==> config.mk <==
export PLATFORM = sky130hd
export DESIGN_NAME = adcx_trig_unit
export DESIGN_NICKNAME = d
export VERILOG_FILES = /design/src/rtl/adct_pkg.sv /design/src/rtl/pin_edge_det.sv /design/src/rtl/trig_src_mux.sv /design/src/rtl/start_delay.sv /design/src/rtl/adcx_trig_unit.sv
export SDC_FILE = /design/constraint.sdc
export NUM_CORES = 1
export LEC_CHECK = 0
export ABC_AREA = 0
export BUFFER_PORTS_ARGS = -buffer_cell sky130_fd_sc_hd__buf_2
export CORE_ASPECT_RATIO = 1.5
export CORE_UTILIZATION = 36
export CTS_CLUSTER_DIAMETER = 100
export CTS_CLUSTER_SIZE = 12
export DETAILED_ROUTE_END_ITERATION = 10
export HOLD_SLACK_MARGIN = 0.08
export PLACE_DENSITY = 0.66
export SYNTH_ARGS = -nofsm -noshare
export SYNTH_HDL_FRONTEND = slang
export SYNTH_SLANG_ARGS = --single-unit
==> constraint.sdc <==
create_clock -name clk -period 1.9 [get_ports clk]
set_clock_uncertainty 0.05 [all_clocks]
set_input_delay 0.19 -clock clk [delete_from_list [all_inputs] [get_ports clk]]
set_output_delay 0.19 -clock clk [all_outputs]
set_load 0.02 [all_outputs]
==> src/rtl/adct_pkg.sv <==
package adct_pkg;
  typedef enum logic [1:0] {
    PWM_FALL = 2'b00,
    PWM_MID  = 2'b01,
    PWM_RISE = 2'b10,
    PWM_PER  = 2'b11
  } pwm_evt_e;

  typedef enum logic [1:0] {
    PIN_RISE = 2'b00,
    PIN_FALL = 2'b01,
    PIN_BOTH = 2'b10,
    PIN_NONE = 2'b11
  } pin_edge_e;

  localparam int SRC_W = 4;
endpackage

==> src/rtl/pin_edge_det.sv <==
module pin_edge_det #(
  parameter int SYNC_STAGES = 2
) (
  input  logic       clk,
  input  logic       rst_n,
  input  logic       pin,
  input  logic [1:0] edge_sel,
  output logic       hit
);
  import adct_pkg::*;

  logic [SYNC_STAGES-1:0] sync_q;
  logic                   last_q;
  logic                   lvl;
  logic                   rise;
  logic                   fall;

  always_ff @(posedge clk or negedge rst_n) begin
    if (!rst_n) begin
      sync_q <= '0;
      last_q <= 1'b0;
    end else begin
      sync_q <= {sync_q[SYNC_STAGES-2:0], pin};
      last_q <= sync_q[SYNC_STAGES-1];
    end
  end

  assign lvl  = sync_q[SYNC_STAGES-1];
  assign rise = lvl & ~last_q;
  assign fall = ~lvl & last_q;

  always_comb begin
    case (edge_sel)
      PIN_RISE: hit = rise;
      PIN_FALL: hit = fall;
      PIN_BOTH: hit = rise | fall;
      default:  hit = 1'b0;
    endcase
  end
endmodule

==> src/rtl/trig_src_mux.sv <==
module trig_src_mux #(
  parameter int NUM_PWM = 6,
  parameter int NUM_TMR = 3,
  parameter int SRC_W   = 4
) (
  input  logic               pin_hit,
  input  logic [NUM_PWM-1:0] pwm_fall,
  input  logic [NUM_PWM-1:0] pwm_mid,
  input  logic [NUM_PWM-1:0] pwm_rise,
  input  logic [NUM_PWM-1:0] pwm_period,
  input  logic [NUM_TMR-1:0] tmr_evt,
  input  logic               eoc0,
  input  logic               eoc1,
  input  logic [SRC_W-1:0]   src_sel,
  input  logic [1:0]         pwm_sel,
  output logic               hw_hit
);
  import adct_pkg::*;

  localparam int NSRC     = 1 << SRC_W;
  localparam int PWM_BASE = 1;
  localparam int TMR_BASE = PWM_BASE + NUM_PWM;
  localparam int EOC_BASE = TMR_BASE + NUM_TMR;
  localparam int USED     = EOC_BASE + 2;

  logic [NSRC-1:0] vec;

  assign vec[0] = pin_hit;

  for (genvar g = 0; g < NUM_PWM; g++) begin : g_pwm
    assign vec[PWM_BASE+g] = (pwm_sel == PWM_FALL) ? pwm_fall[g] :
                             (pwm_sel == PWM_MID)  ? pwm_mid[g]  :
                             (pwm_sel == PWM_RISE) ? pwm_rise[g] :
                                                     pwm_period[g];
  end

  for (genvar g = 0; g < NUM_TMR; g++) begin : g_tmr
    assign vec[TMR_BASE+g] = tmr_evt[g];
  end

  assign vec[EOC_BASE]   = eoc0;
  assign vec[EOC_BASE+1] = eoc1;

  for (genvar g = USED; g < NSRC; g++) begin : g_dead
    assign vec[g] = 1'b0;
  end

  assign hw_hit = vec[src_sel];
endmodule

==> src/rtl/start_delay.sv <==
module start_delay #(
  parameter int DLY_W = 8
) (
  input  logic             clk,
  input  logic             rst_n,
  input  logic             trig,
  input  logic             conv_busy,
  input  logic [DLY_W-1:0] dly,
  output logic             conv_start,
  output logic             armed
);
  localparam int CNT_W = DLY_W + 2;

  logic [CNT_W-1:0] cnt_q;
  logic             armed_q;
  logic             start_q;
  logic             accept;

  assign accept = trig & ~armed_q & ~start_q & ~conv_busy;

  always_ff @(posedge clk or negedge rst_n) begin
    if (!rst_n) begin
      cnt_q   <= '0;
      armed_q <= 1'b0;
      start_q <= 1'b0;
    end else begin
      start_q <= 1'b0;
      if (armed_q) begin
        if (cnt_q == CNT_W'(1)) begin
          start_q <= 1'b1;
          armed_q <= 1'b0;
          cnt_q   <= '0;
        end else begin
          cnt_q <= cnt_q - CNT_W'(1);
        end
      end else if (accept) begin
        if (dly == '0) begin
          start_q <= 1'b1;
        end else begin
          armed_q <= 1'b1;
          cnt_q   <= {dly, 2'b00};
        end
      end
    end
  end

  assign conv_start = start_q;
  assign armed      = armed_q;
endmodule

==> src/rtl/adcx_trig_unit.sv <==
module adcx_trig_unit #(
  parameter int NUM_PWM     = 6,
  parameter int NUM_TMR     = 3,
  parameter int DLY_W       = 8,
  parameter int SYNC_STAGES = 2
) (
  input  logic               clk,
  input  logic               rst_n,
  input  logic               hw_en,
  input  logic [3:0]         src_sel,
  input  logic [1:0]         pwm_sel,
  input  logic [1:0]         pin_sel,
  input  logic [DLY_W-1:0]   dly,
  input  logic               sw_start,
  input  logic               start_pin,
  input  logic [NUM_PWM-1:0] pwm_fall,
  input  logic [NUM_PWM-1:0] pwm_mid,
  input  logic [NUM_PWM-1:0] pwm_rise,
  input  logic [NUM_PWM-1:0] pwm_period,
  input  logic [NUM_TMR-1:0] tmr_evt,
  input  logic               eoc0,
  input  logic               eoc1,
  input  logic               conv_busy,
  output logic               conv_start,
  output logic               start_armed
);
  logic pin_hit;
  logic hw_hit;
  logic trig;

  pin_edge_det #(.SYNC_STAGES(SYNC_STAGES)) u_pin (
    .clk      (clk),
    .rst_n    (rst_n),
    .pin      (start_pin),
    .edge_sel (pin_sel),
    .hit      (pin_hit)
  );

  trig_src_mux #(.NUM_PWM(NUM_PWM), .NUM_TMR(NUM_TMR), .SRC_W(4)) u_mux (
    .pin_hit    (pin_hit),
    .pwm_fall   (pwm_fall),
    .pwm_mid    (pwm_mid),
    .pwm_rise   (pwm_rise),
    .pwm_period (pwm_period),
    .tmr_evt    (tmr_evt),
    .eoc0       (eoc0),
    .eoc1       (eoc1),
    .src_sel    (src_sel),
    .pwm_sel    (pwm_sel),
    .hw_hit     (hw_hit)
  );

  assign trig = (hw_en & hw_hit) | sw_start;

  start_delay #(.DLY_W(DLY_W)) u_dly (
    .clk        (clk),
    .rst_n      (rst_n),
    .trig       (trig),
    .conv_busy  (conv_busy),
    .dly        (dly),
    .conv_start (conv_start),
    .armed      (start_armed)
  );
endmodule

# Word level (Yosys, flattened, before mapping)
# Cells that the tools add are included.
# totals
ff_bits	15
inputBits	51
word_cells	64
# classes
add_sub_neg	1
magnitude_cmp	1
eq_ne	6
n_mux	33
bitwise	13
n_reduce_logical	5
# ops
op	count
two-way mux 10 bit	4
two-way mux 1 bit	27
equality test 10 x 1 -> 1 bit (second input constant)	1
subtractor 10 x 1 -> 10 bit (second input constant)	1
logical NOT 8 bit	1
AND 1 bit	6
< comparator 4 x 5 -> 1 bit (second input constant)	1
inverter 1 bit	5
binary-select mux 1 bit (select 4 bit)	1
equality test 2 x 1 -> 1 bit (second input constant)	2
equality test 2 bit (second input constant)	2
logical NOT 2 bit	2
case mux 1 bit (3 select lines)	1
inequality test 2 x 1 -> 1 bit (second input constant)	1
OR 1 bit	2
AND reduction 2 bit	1
nonzero test 2 bit	1

# Depth between registers and ports, before layout
# depth
ltp_word	13
ltp_mapped	9
ltp_nobuf	9

# Modules after synthesis
# From an unflattened synthesis, not the netlist that was laid out.
# unflattened
hier_cells	108
area_unflattened_um2	1169.9
# by_module_without_submodules
mod	instances	cells_per_inst	area_each_um2
start_delay	1	78	749.5
trig_src_mux	1	19	282.8
pin_edge_det	1	10	130.1
adcx_trig_unit	1	1	7.5

# Worst setup path before layout
# No wires, ideal clock.
# synth_path
kind	flip-flop to flip-flop
from	register u_dly.armed_q, in the netlist u_dly.armed
to	register u_dly.cnt_q[8]
t_arrival_ns	2.025
required_ns	1.715
setup_slack_ns	-0.310
path_stages_with_launch	9
path_cell_list	dfrtp_1 > clkbuf_1 > nor3_1 > and3_1 > a22o_1 > o41a_1 > nand2_4 > mux2i_1 > o22ai_1
# synth_via
elab_chain_cells	6
elab_cells_between_ends	8
cone_classes	eq/ne: 1; mux: 1; bitwise: 4; reduce/logical: 2
# synth_rtl
item	line_no	text
from (decl)	start_delay.sv:15	logic armed_q;
from (signal assigned)	start_delay.sv:24	armed_q <= 1'b0;
from (signal assigned)	start_delay.sv:31	armed_q <= 1'b0;
from (signal assigned)	start_delay.sv:40	armed_q <= 1'b1;
inverter 1 bit	start_delay.sv:19	assign accept = trig & ~armed_q & ~start_q & ~conv_busy;
AND 1 bit (3 in series)	start_delay.sv:19	
nonzero test 2 bit (no line)	n/a	
AND reduction 2 bit (no line)	n/a	
to (signal assigned)	start_delay.sv:34	cnt_q <= cnt_q - CNT_W'(1);
to (signal assigned)	start_delay.sv:41	cnt_q <= {dly, 2'b00};
to (decl)	start_delay.sv:14	logic [CNT_W-1:0] cnt_q;
# Several ways; a longest one is shown, not always the timed one.
# A chain may end at the register's enable or synchronous reset.

# Worst setup path after layout
# layout_path
from	register u_pin.sync_q[1]
to	register u_dly.cnt_q[6]
# layout_via
elab_chain_cells	13
elab_cells_between_ends	14
cone_classes	mux: 3; bitwise: 9; reduce/logical: 2
# layout_rtl
item	line_no	text
from (decl)	pin_edge_det.sv:12	logic [SYNC_STAGES-1:0] sync_q;
from (signal assigned)	pin_edge_det.sv:23	sync_q <= {sync_q[SYNC_STAGES-2:0], pin};
inverter 1 bit	pin_edge_det.sv:30	assign fall = ~lvl & last_q;
AND 1 bit	pin_edge_det.sv:30	
OR 1 bit	pin_edge_det.sv:36	PIN_BOTH: hit = rise | fall;
case mux 1 bit (3 select lines) (*)	pin_edge_det.sv:33	case (edge_sel)
binary-select mux 1 bit (select 4 bit) (*)	trig_src_mux.sv:48	assign hw_hit = vec[src_sel];
two-way mux 1 bit (implied by the code) (*)	trig_src_mux.sv:48	
AND 1 bit (*)	adcx_trig_unit.sv:53	assign trig = (hw_en & hw_hit) | sw_start;
OR 1 bit (*)	adcx_trig_unit.sv:53	
AND 1 bit (*) (3 in series)	start_delay.sv:19	
nonzero test 2 bit (no line) (*)	n/a	
AND reduction 2 bit (no line) (*)	n/a	
# Mark *: on every way between the ends. The rest lies on a longest branch, timed or not. The select of a mux whose other input is x is not followed.

==> out/results.txt <==
GRT busiest layer = met2
Post-synth ARST share = 1.00
met1 Use GR = 0.223
DP Area = 1600 um^2
synth unique cells = 43
clk slew on worst S/H paths = 0.06 ns
Buf/Inv on CP = 1
period utilization = 1.11
Worst Setup End Kind = flop
DRC errors left = 0
slowest stage delay, CP = 0.39 ns
Synth Flop Type = dfrtp_1
Layout area overhead = 53.8%
Worst Slack Setup Final = -0.217 ns
routed len/inst = 14.9 um
family with the most delay on the worst path = compound AO/OA/AOI/OAI gates
Post-synth EDFFs = 0
# Max-Cap Violations = 0
Starting DRT DRC Count = 84
failing checks = setup timing
htree depth = 1
GP Congestion = 0.931
Non-Filler Cell Area, Final = 1790 um^2
Critical-path top delay cell = dfrtp_1
Worst-Skew Late Latency = 0.26 ns
type of the most critical hold path = in2reg
ranking of synthesized cells by area = dfrtp_1, mux4_2, mux2i_1
CP Data Arrival Time = 2.21 ns
DIE AREA = 3480 um^2
final core area utilization = 0.597
Rows = 24
post-synth design cell area = 1170 um^2
hpwl dp = 2.71 mm
CP Cell Sequence = ha_1 -> nand2b_4 -> a21o_1 -> a211oi_2 -> o41a_1 -> nand2_4 -> buf_4 -> a32oi_2 -> nand3_1
count of final hold-check violations = 0
pins over their slew limit = 0
Synth Instances = 124
CP Launch Type = flop
GR Layer Usage met2 = 0.418
status = complete, but fails checks
Antenna Nets Post-Route = 0
Critical Path RT = 1.99 ns
number of global-route vias before repair = 1,356
via count = 1,315
Die Wd = 48.5 um
IO buf count = 52
nets = 258
first-pass detailed-route iteration total = 4
M3 GR Usage = 0.0403
total grt overflow = 0
TritonCTS Buffers = 3
clk root buf = clkbuf_8
number of clock sinks = 15
vias per cell = 5.46
Worst-Margin Slew = 0.376 ns
syn avg cell area = 9.40 um^2
CTS tree = yes
largest net degree at the start of global routing = 16
leakage power = 0.865 nW
initial antenna violation count = 0
post-synthesis sequential area ratio = 0.322
io pins = 53
post-layout min period = 2.12 ns
Yosys Warn Count = 0
Peak VDD IR = 0.571 mV
Synth Register Bits = 15
top fanout value on the critical path = 6
antenna fix cells = 0
chip height = 71.7 um
fmax = 472 MHz
layout cells sized above 1 = 0.485
top-area cell type share of the netlist area = 0.322
post-synth net total = 179
first-pass GRT wire length = 5.84 mm
Initial Util = 0.388
top-count cell post-synth = dfrtp_1
final setup fails = 11
Post-synth top cells = dfrtp_1, inv_1, nand2_1
worst rel slew slack = 0.747
Clock Path Buffers = 2
drt total wl = 3.60 mm
cell taking the most area after synthesis = dfrtp_1
GRT Total Usage = 0.216
Pwr Density = 663 nW/um^2
RSZ-0062 raised after global routing = true
core area = 3000 um^2
Setup CP Type = reg2reg
power breakdown:
part | leakage (nW) | switching, mW | internal, mW
clock network | 0.0228 | 0.122 | 0.149
registers | 0.165 | 0.0766 | 0.404
logic | 0.677 | 0.203 | 0.235
total | 0.865 | 0.401 | 0.788
kinds of logic after synthesis:
| kind of cell | synth area share |
|---|---|
| adders and majority gates | 0.0429 |
| AOI/OAI and AO/OA | 0.193 |
| muxes | 0.166 |
| and+or+nand+nor | 0.208 |
| DFF | 0.322 |
| xor gates and xnor gates | 0.0150 |
| buffers and inverters | 0.0526 |
state kept, by name, indices dropped and copies added (netlist names):
register,count
u_dly.conv_start,1
u_pin.last_q,1
u_pin.sync_q,2
u_dly.armed,1
u_dly.cnt_q,10
per-stage QoR:
step / setup WS [ns] / setup TNS (ns) / hold WS (ns) / power [mW] / std cells
4_1_cts: -0.271 / -2.15 / 0.111 / 1.17 / 240
6_report: -0.217 / -1.62 / 0.118 / 1.19 / 241
2_1_floorplan: -0.220 / -1.22 / -0.156 / 0.692 / 124
3_5_place_dp: -0.324 / -2.96 / 0.0690 / 0.888 / 231
5_1_grt: -0.337 / -2.96 / 0.138 / 1.27 / 241
3_3_place_gp: -0.295 / -2.54 / 0.0623 / 0.871 / 231
tightest hold or removal path: stages:
cell     delay (ns)
buf_2          0.10
a32oi_2        0.05
nand2_1        0.05
routing by layer:
| layer | routed length, um | part of all wire |
|---|---|---|
| met1 | 1340 | 0.37 |
| met2 | 1970 | 0.55 |
| met3 | 224 | 0.062 |
| met4 | 63 | 0.018 |
| met5 | 0 | 0 |
layout by cell type (no fill, tap or decap), drive strengths merged, types with 2 or more instances in the layout:
master and count:
o21ai 4, mux4 5, ha 4, nor2b 3
and2 2, nand3b 2, o22ai 2, nand3 6
a31o 2, a22oi 2, nor4 4, or3 2
dlygate4sd3 2, a21oi 5, inv 10, nand2 10
nor3 6, buf 76, nor2 7, a32oi 4
clkbuf 4, nand2b 2, dfrtp 15, mux2i 7
final cells by class:
type	instances	area (um^2)
timing repair buffer	78	475
inverter	10	37.5
clock buffer	4	45.0
sequential	15	375
tap	39	48.8
multi-input combinational	95	811
fill	278	1210
final timing paths:
kind	slack, ns	endpoint	cells past startpoint	start
max	-0.22	u_dly.cnt_q[6]	9	u_pin.sync_q[1]
min	0.12	u_dly.cnt_q[7]	3	dly[5]
max reg2reg	-0.22	u_dly.cnt_q[6]	9	u_pin.sync_q[1]
min reg2reg	0.30	u_pin.sync_q[1]	0	u_pin.sync_q[0]
max in group asynchronous	1.22	u_pin.last_q	2	rst_n
min in group asynchronous	0.32	u_dly.cnt_q[1]	2	rst_n
repair_timing:
action,CTS,global route
hold buffers,2,0
resized for setup,5,11
endpoints found under the setup margin,11,12
endpoints found under the hold margin,16,0
setup buffers,3,2
pin swaps,5,9
Note: power is estimated with default switching activity, not from simulation.
